File: config.mk
export PLATFORM = sky130hd
export DESIGN_NAME = pic_cmd_decoder
export DESIGN_NICKNAME = d
export VERILOG_FILES = /design/src/rtl/pic_cmd_pkg.sv /design/src/rtl/pic_init_seq.sv /design/src/rtl/pic_op_dec.sv /design/src/rtl/pic_rd_mux.sv /design/src/rtl/pic_cmd_decoder.sv
export SDC_FILE = /design/constraint.sdc
export NUM_CORES = 1
export LEC_CHECK = 0
export ABC_CLOCK_PERIOD_IN_PS = 2800
export CAP_MARGIN = 20
export CORE_MARGIN = 3
export CORE_UTILIZATION = 35
export DETAILED_ROUTE_END_ITERATION = 7
export MAX_ROUTING_LAYER = met4
export PLACE_DENSITY = 0.64
export SLEW_MARGIN = 30
export SYNTH_ARGS = -nofsm -noshare
export SYNTH_HDL_FRONTEND = slang
export SYNTH_HIERARCHICAL = 1
export SYNTH_SLANG_ARGS = --single-unit
File: constraint.sdc
create_clock -name clk -period 2.8 [get_ports clk]
set_input_delay 0.56 -clock clk [delete_from_list [all_inputs] [get_ports clk]]
set_output_delay 0.56 -clock clk [all_outputs]
set_load 0.02 [all_outputs]
File: src/rtl/pic_cmd_pkg.sv
package pic_cmd_pkg;
  localparam int BYTE_W = 8;

  typedef enum logic [1:0] {
    SEQ_IDLE = 2'd0,
    SEQ_W2   = 2'd1,
    SEQ_W3   = 2'd2,
    SEQ_W4   = 2'd3
  } seq_state_e;

  localparam logic [2:0] SUB_EOI_NONSPEC = 3'b001;
  localparam logic [2:0] SUB_EOI_SPEC    = 3'b011;
endpackage

File: src/rtl/pic_init_seq.sv
module pic_init_seq
  import pic_cmd_pkg::*;
#(
  parameter int NUM_LINES = 8,
  parameter bit IS_MASTER = 1'b1
) (
  input  logic                 clk,
  input  logic                 rst_n,
  input  logic                 wr_en,
  input  logic                 addr,
  input  logic [BYTE_W-1:0]    wdata,
  output logic                 edge_trig,
  output logic                 cascade_mode,
  output logic [BYTE_W-1:0]    vec_base,
  output logic [BYTE_W-1:0]    cascade_map,
  output logic                 auto_eoi,
  output logic [NUM_LINES-1:0] mask
);
  localparam int LINE_W = $clog2(NUM_LINES);

  seq_state_e       state;
  logic             want_w4;
  logic [BYTE_W-1:0] map_next;

  // Third-word storage differs between master and responder builds
  generate
    if (IS_MASTER) begin : g_master
      assign map_next = wdata;
    end else begin : g_responder
      assign map_next = {{(BYTE_W-LINE_W){1'b0}}, wdata[LINE_W-1:0]};
    end
  endgenerate

  wire start_init = wr_en && !addr && wdata[4];
  wire data_wr    = wr_en && addr;

  always_ff @(posedge clk) begin
    if (!rst_n) begin
      state        <= SEQ_IDLE;
      want_w4      <= 1'b0;
      edge_trig    <= 1'b0;
      cascade_mode <= 1'b0;
      vec_base     <= '0;
      cascade_map  <= '0;
      auto_eoi     <= 1'b0;
      mask         <= '0;
    end else if (start_init) begin
      mask         <= '0;
      edge_trig    <= wdata[3];
      cascade_mode <= !wdata[1];
      want_w4      <= wdata[0];
      if (!wdata[0]) auto_eoi <= 1'b0;
      state        <= SEQ_W2;
    end else if (data_wr) begin
      unique case (state)
        SEQ_IDLE: mask <= wdata[NUM_LINES-1:0];
        SEQ_W2: begin
          vec_base <= {wdata[BYTE_W-1:LINE_W], {LINE_W{1'b0}}};
          if (cascade_mode) begin
            state <= SEQ_W3;
          end else begin
            cascade_map <= '0;
            state       <= SEQ_IDLE;
          end
        end
        SEQ_W3: begin
          cascade_map <= map_next;
          state       <= want_w4 ? SEQ_W4 : SEQ_IDLE;
        end
        SEQ_W4: begin
          auto_eoi <= wdata[1];
          state    <= SEQ_IDLE;
        end
        default: state <= SEQ_IDLE;
      endcase
    end
  end
endmodule

File: src/rtl/pic_op_dec.sv
module pic_op_dec
  import pic_cmd_pkg::*;
#(
  parameter int NUM_LINES = 8,
  localparam int LINE_W = $clog2(NUM_LINES)
) (
  input  logic                 clk,
  input  logic                 rst_n,
  input  logic                 wr_en,
  input  logic                 addr,
  input  logic [BYTE_W-1:0]    wdata,
  input  logic [NUM_LINES-1:0] isr_in,
  output logic                 eoi_stb,
  output logic [LINE_W-1:0]    eoi_line,
  output logic                 eoi_specific,
  output logic                 sel_req
);
  logic [LINE_W-1:0] top_line;
  logic              isr_any;

  // Highest set in-service bit: later (higher) indices win
  always_comb begin
    top_line = '0;
    isr_any  = 1'b0;
    for (int i = 0; i < NUM_LINES; i++) begin
      if (isr_in[i]) begin
        top_line = LINE_W'(i);
        isr_any  = 1'b1;
      end
    end
  end

  wire is_op   = wr_en && !addr && (wdata[4:3] == 2'b00);
  wire is_rsel = wr_en && !addr && (wdata[4:3] == 2'b01);

  always_ff @(posedge clk) begin
    if (!rst_n) begin
      eoi_stb      <= 1'b0;
      eoi_line     <= '0;
      eoi_specific <= 1'b0;
      sel_req      <= 1'b1;
    end else begin
      eoi_stb <= 1'b0;
      if (is_op) begin
        if (wdata[7:5] == SUB_EOI_NONSPEC && isr_any) begin
          eoi_stb      <= 1'b1;
          eoi_line     <= top_line;
          eoi_specific <= 1'b0;
        end else if (wdata[7:5] == SUB_EOI_SPEC) begin
          eoi_stb      <= 1'b1;
          eoi_line     <= wdata[LINE_W-1:0];
          eoi_specific <= 1'b1;
        end
      end
      if (is_rsel && wdata[1]) sel_req <= wdata[0];
    end
  end
endmodule

File: src/rtl/pic_rd_mux.sv
module pic_rd_mux
  import pic_cmd_pkg::*;
#(
  parameter int NUM_LINES = 8
) (
  input  logic                 addr,
  input  logic                 sel_req,
  input  logic [NUM_LINES-1:0] req_in,
  input  logic [NUM_LINES-1:0] isr_in,
  input  logic [NUM_LINES-1:0] mask,
  output logic [BYTE_W-1:0]    rdata
);
  always_comb begin
    rdata = '0;
    if (addr)         rdata[NUM_LINES-1:0] = mask;
    else if (sel_req) rdata[NUM_LINES-1:0] = req_in;
    else              rdata[NUM_LINES-1:0] = isr_in;
  end
endmodule

File: src/rtl/pic_cmd_decoder.sv
module pic_cmd_decoder
  import pic_cmd_pkg::*;
#(
  parameter int NUM_LINES = 8,
  parameter bit IS_MASTER = 1'b1,
  localparam int LINE_W = $clog2(NUM_LINES)
) (
  input  logic                 clk,
  input  logic                 rst_n,
  input  logic                 wr_en,
  input  logic                 addr,
  input  logic [BYTE_W-1:0]    wdata,
  output logic [BYTE_W-1:0]    rdata,
  input  logic [NUM_LINES-1:0] req_in,
  input  logic [NUM_LINES-1:0] isr_in,
  output logic                 edge_trig,
  output logic                 cascade_mode,
  output logic [BYTE_W-1:0]    vec_base,
  output logic [BYTE_W-1:0]    cascade_map,
  output logic                 auto_eoi,
  output logic [NUM_LINES-1:0] mask,
  output logic                 eoi_stb,
  output logic [LINE_W-1:0]    eoi_line,
  output logic                 eoi_specific
);
  logic sel_req;

  pic_init_seq #(.NUM_LINES(NUM_LINES), .IS_MASTER(IS_MASTER)) u_seq (
    .clk(clk), .rst_n(rst_n), .wr_en(wr_en), .addr(addr), .wdata(wdata),
    .edge_trig(edge_trig), .cascade_mode(cascade_mode), .vec_base(vec_base),
    .cascade_map(cascade_map), .auto_eoi(auto_eoi), .mask(mask)
  );

  pic_op_dec #(.NUM_LINES(NUM_LINES)) u_op (
    .clk(clk), .rst_n(rst_n), .wr_en(wr_en), .addr(addr), .wdata(wdata),
    .isr_in(isr_in), .eoi_stb(eoi_stb), .eoi_line(eoi_line),
    .eoi_specific(eoi_specific), .sel_req(sel_req)
  );

  pic_rd_mux #(.NUM_LINES(NUM_LINES)) u_rd (
    .addr(addr), .sel_req(sel_req), .req_in(req_in), .isr_in(isr_in),
    .mask(mask), .rdata(rdata)
  );
endmodule

==> results of run 1 <==
==> cell type report <==
type,count,area [um2]
multi-input combinational,124,882.1
sequential,33,660.6
inverter,4,15.01
tap,52,65.06
timing repair buffer,71,693.2
clock inverter,2,35.03
fill,452,1994
clock buffer,5,68.82
==> sequential cells by signal (all words and copies together), names as in the netlist, 2 cells and up <==
register / count
u_seq/cascade_map: 8
u_seq/mask: 8
u_seq/vec_base: 5
u_op/eoi_line: 3
u_seq/state: 2
==> report_power, final <==
| group | internal, W | leakage (nW) | total, W | switching, W |
|---|---|---|---|---|
| registers | 0.000479 | 0.267 | 0.000487 | 0.00000804 |
| logic | 0.0000939 | 0.667 | 0.000186 | 0.0000925 |
| clock network | 0.000258 | 0.0540 | 0.000428 | 0.000170 |
| total | 0.000831 | 0.988 | 0.00110 | 0.000270 |
==> synthesized netlist by cell type (all sizes together), types with 2 or more instances <==
cell type,n,area [um2]
o21bai,2,18.77
dfxtp,33,660.6
a21boi,3,22.52
inv,4,15.01
o31ai,2,20.02
clkbuf,2,7.510
a21oi,3,15.01
nor2,12,45.04
nand2,24,90.09
nand2b,2,27.53
a32o,8,80.08
mux2i,22,220.2
o21ai,11,58.81
nor4,3,48.80
nor2b,8,50.05
buf,7,63.81
nand3,2,15.01
==> per-stage QoR <==
step                hold slack, ns  util, %  cells
floorplan                   0.4524        -    170
global placement            0.4472    52.47    284
detailed placement          0.4574    52.47    284
global route                0.4935    54.82    291
CTS                         0.4662    54.82    291
finish                      0.4610    54.82    291
==> worst paths after layout <==
check / startpoint / end / slack [ns]
setup / recovery: addr / rdata[5] / 0.23
hold / removal: u_op/eoi_specific / u_op/eoi_specific / 0.46
setup reg to reg: u_seq/state[0] / u_seq/cascade_map[0] / 1.46
hold reg to reg: u_op/eoi_specific / u_op/eoi_specific / 0.46
==> cell families (layout without fill, tap and decap cells) <==
family          after synthesis  after routing
simple gates                 64             64
compound gates               35             35
flops                        33             33
mux                          22             22
buf+inv                      13             82
other cells                   1              3
==> cell usage in the layout (no fill, tap or decap), types with 2 or more instances in the layout <==
cell type,Yosys,final
clkdlybuf4s50_1,0,64
nand2b_4,2,2
conb_1,1,3
dfxtp_1,33,33
a21boi_0,2,2
a32o_1,8,8
clkbuf_8,0,5
a21oi_1,3,3
nor4_4,2,2
mux2i_1,22,22
inv_1,4,4
buf_4,4,7
o21ai_1,8,8
nand2_1,24,24
nor2_1,12,12
nor2b_1,8,8
o21ai_0,2,2
==> worst min-delay path: cells and delay by family (launching register included) <==
kind | cells | cell delay [ns]
flip-flops | 1 | 0.31
AND/OR/NAND/NOR | 1 | 0.05
AO/OA/AOI/OAI | 1 | 0.05
==> metal layers <==
layer  track usage (%)  vias to the layer above
met1             23.34                      696
met5                 -                        -
met3             5.811                        8
met2             27.07                       76
li1                  -                      738
met4             5.433                        0
==> summary.md, run 1 <==
| Metric | Value |
|---|---|
| Status | completed |
| Worst skew pair latency | 0.29 ns |
| Setup CP Type | primary input to output port |
| Top Family by Delay on Critical Path | buffers and inverters |
| Longest Clk Path Bufs | 2 |
| Number of remaining DRC errors | 0 |
| Placed cell area | 0.002316 mm2 |
| Main combinational cell family by area after synthesis | simple AND/OR/NAND/NOR gates |
| Post-DP HPWL | 3379 um |
| Slowest cell on the critical path | clkdlybuf4s50_1 |
| Number of antenna violations at the first check in global routing | 0 |
| Ys async rst share | 0% |
| CTS Buf Count | 5 |
| Critical Path Stages | 5 |
| Crit-path cells | clkdlybuf4s50_1, buf_4, nand2_1, o21ai_1, clkdlybuf4s50_1 |
| IO Pins | 68 |
| Post-route cell area | 0.002420 mm2 |
| Pin count of the biggest net entering global routing | 18 |
| Period utilisation layout | 91.88% |
| Mapped cell area | 0.001622 mm2 |
| Post-synthesis compound-gate area fraction | 16.36% |
| Mux share of post-synthesis cell area | 13.58% |
| Worst Reg-to-Reg Cells | 3 |
| #FFs+latches synth | 33 |
| CTS resizes | 0 |
| Routed wire length per instance | 15.70 um |
| Root Driver | clkbuf_8 |
| Fin. Hold Viols | 0 |
| Post-Route WL | 4570 um |
| Hold path depth | 2 |
| H-tree Lvls | 2 |
| NumNets Final | 267 |
| Cts hold-fix bufs | 0 |
| CP Launch Type | primary input |
| CP max stage delay | 0.61 ns |
| WP data required | 2.24 ns |
| CTS clk-pin slew, worst paths | 0.06 ns |
| WP data arrival | 2.01 ns |
| Pwr per Cell Area | 455.1 mW/mm2 |
| Worst setup EP type | output port |
| Post-Synth Adder-Cell Area | 0% |
| Top layer in use | met4 |
| Post-CTS Setup Repair Bufs | 0 |
| Area delta synth->final | 49.23% |
| Peak VDD IR | 0.0002922 V |
| Drt pass-1 iters | 4 |
| Routed met1 length | 2140 um |
| Fin. max-slew vios | 0 |
| Number of global-route vias before repair | 1489 |
| Hold WC Path Type | flop to flop |
| Routed vias/inst | 5.216 |
| Syn_area_per_cell | 9.652 um2 |
| Crit-path max FO | 17 |
| Static leakage power | 0.9880 nW |
| Ratio of cells with drive above 1 in the final layout | 10.88% |
| RSZ-0062 raised after global routing | no |
| Ys flop type | dfxtp_1 |
| # clock sinks | 33 |
| GRT overflow | 0 |
| WL met2 | 1908 um |
| # port buffers | 64 |
| GPL Wtd Cong | 0.8031 |
| Core ar. | 0.004414 mm2 |
| Register area share after synthesis | 40.74% |
| ANT cells | 0 |
| Synth cell types | 45 |
| Cells after Synth | 168 |
| CP Buf/Inv Count | 3 |
| Pre-CTS setup slack | 0.2199 ns |
| Initial Util | 36.73% |
| Slew headroom | 65.25% |
| Iteration-0 DRC Markers | 63 |
| Worst Skew | 0.006612 ns |
| Die ar. | 0.005486 mm2 |
| # rows | 24 |
| Tot GR Track Use | 18.12% |
| Crit-path most repeated cell | clkdlybuf4s50_1 |
| First-pass GRT wire length | 7238 um |
| CTS tree | done |
| Max_cap viols | 0 |
| Slew @ Worst Pin | 0.5205 ns |
| Simple-Gate Fraction of Synth Area | 23.77% |
| Die H | 74.07 um |
| Tmin final | 2.573 ns |
| EDFF count, synth | 0 |
| Tot Pwr | 0.001101 W |
| Via count | 1518 |
| Wire length on met3 | 451 um |
| DRT antenna net count | 0 |
| DIE WIDTH | 74.07 um |
| Fraction of synthesized cell area in xor and xnor cells | 0% |
| Final setup violating endpoints | 0 |
| Yosys warns | 6 |
| Setup TNS | 0 ns |
| Final WS setup | 0.2275 ns |
| Fmax | 388.7 MHz |
Note: power is estimated with default switching activity, not from simulation.
==> run 2: changes to the inputs <==
CAP_MARGIN = default   (was 20)
==> results of run 2 <==
The final DEF is identical to that of run 1; final timing and power are the same.
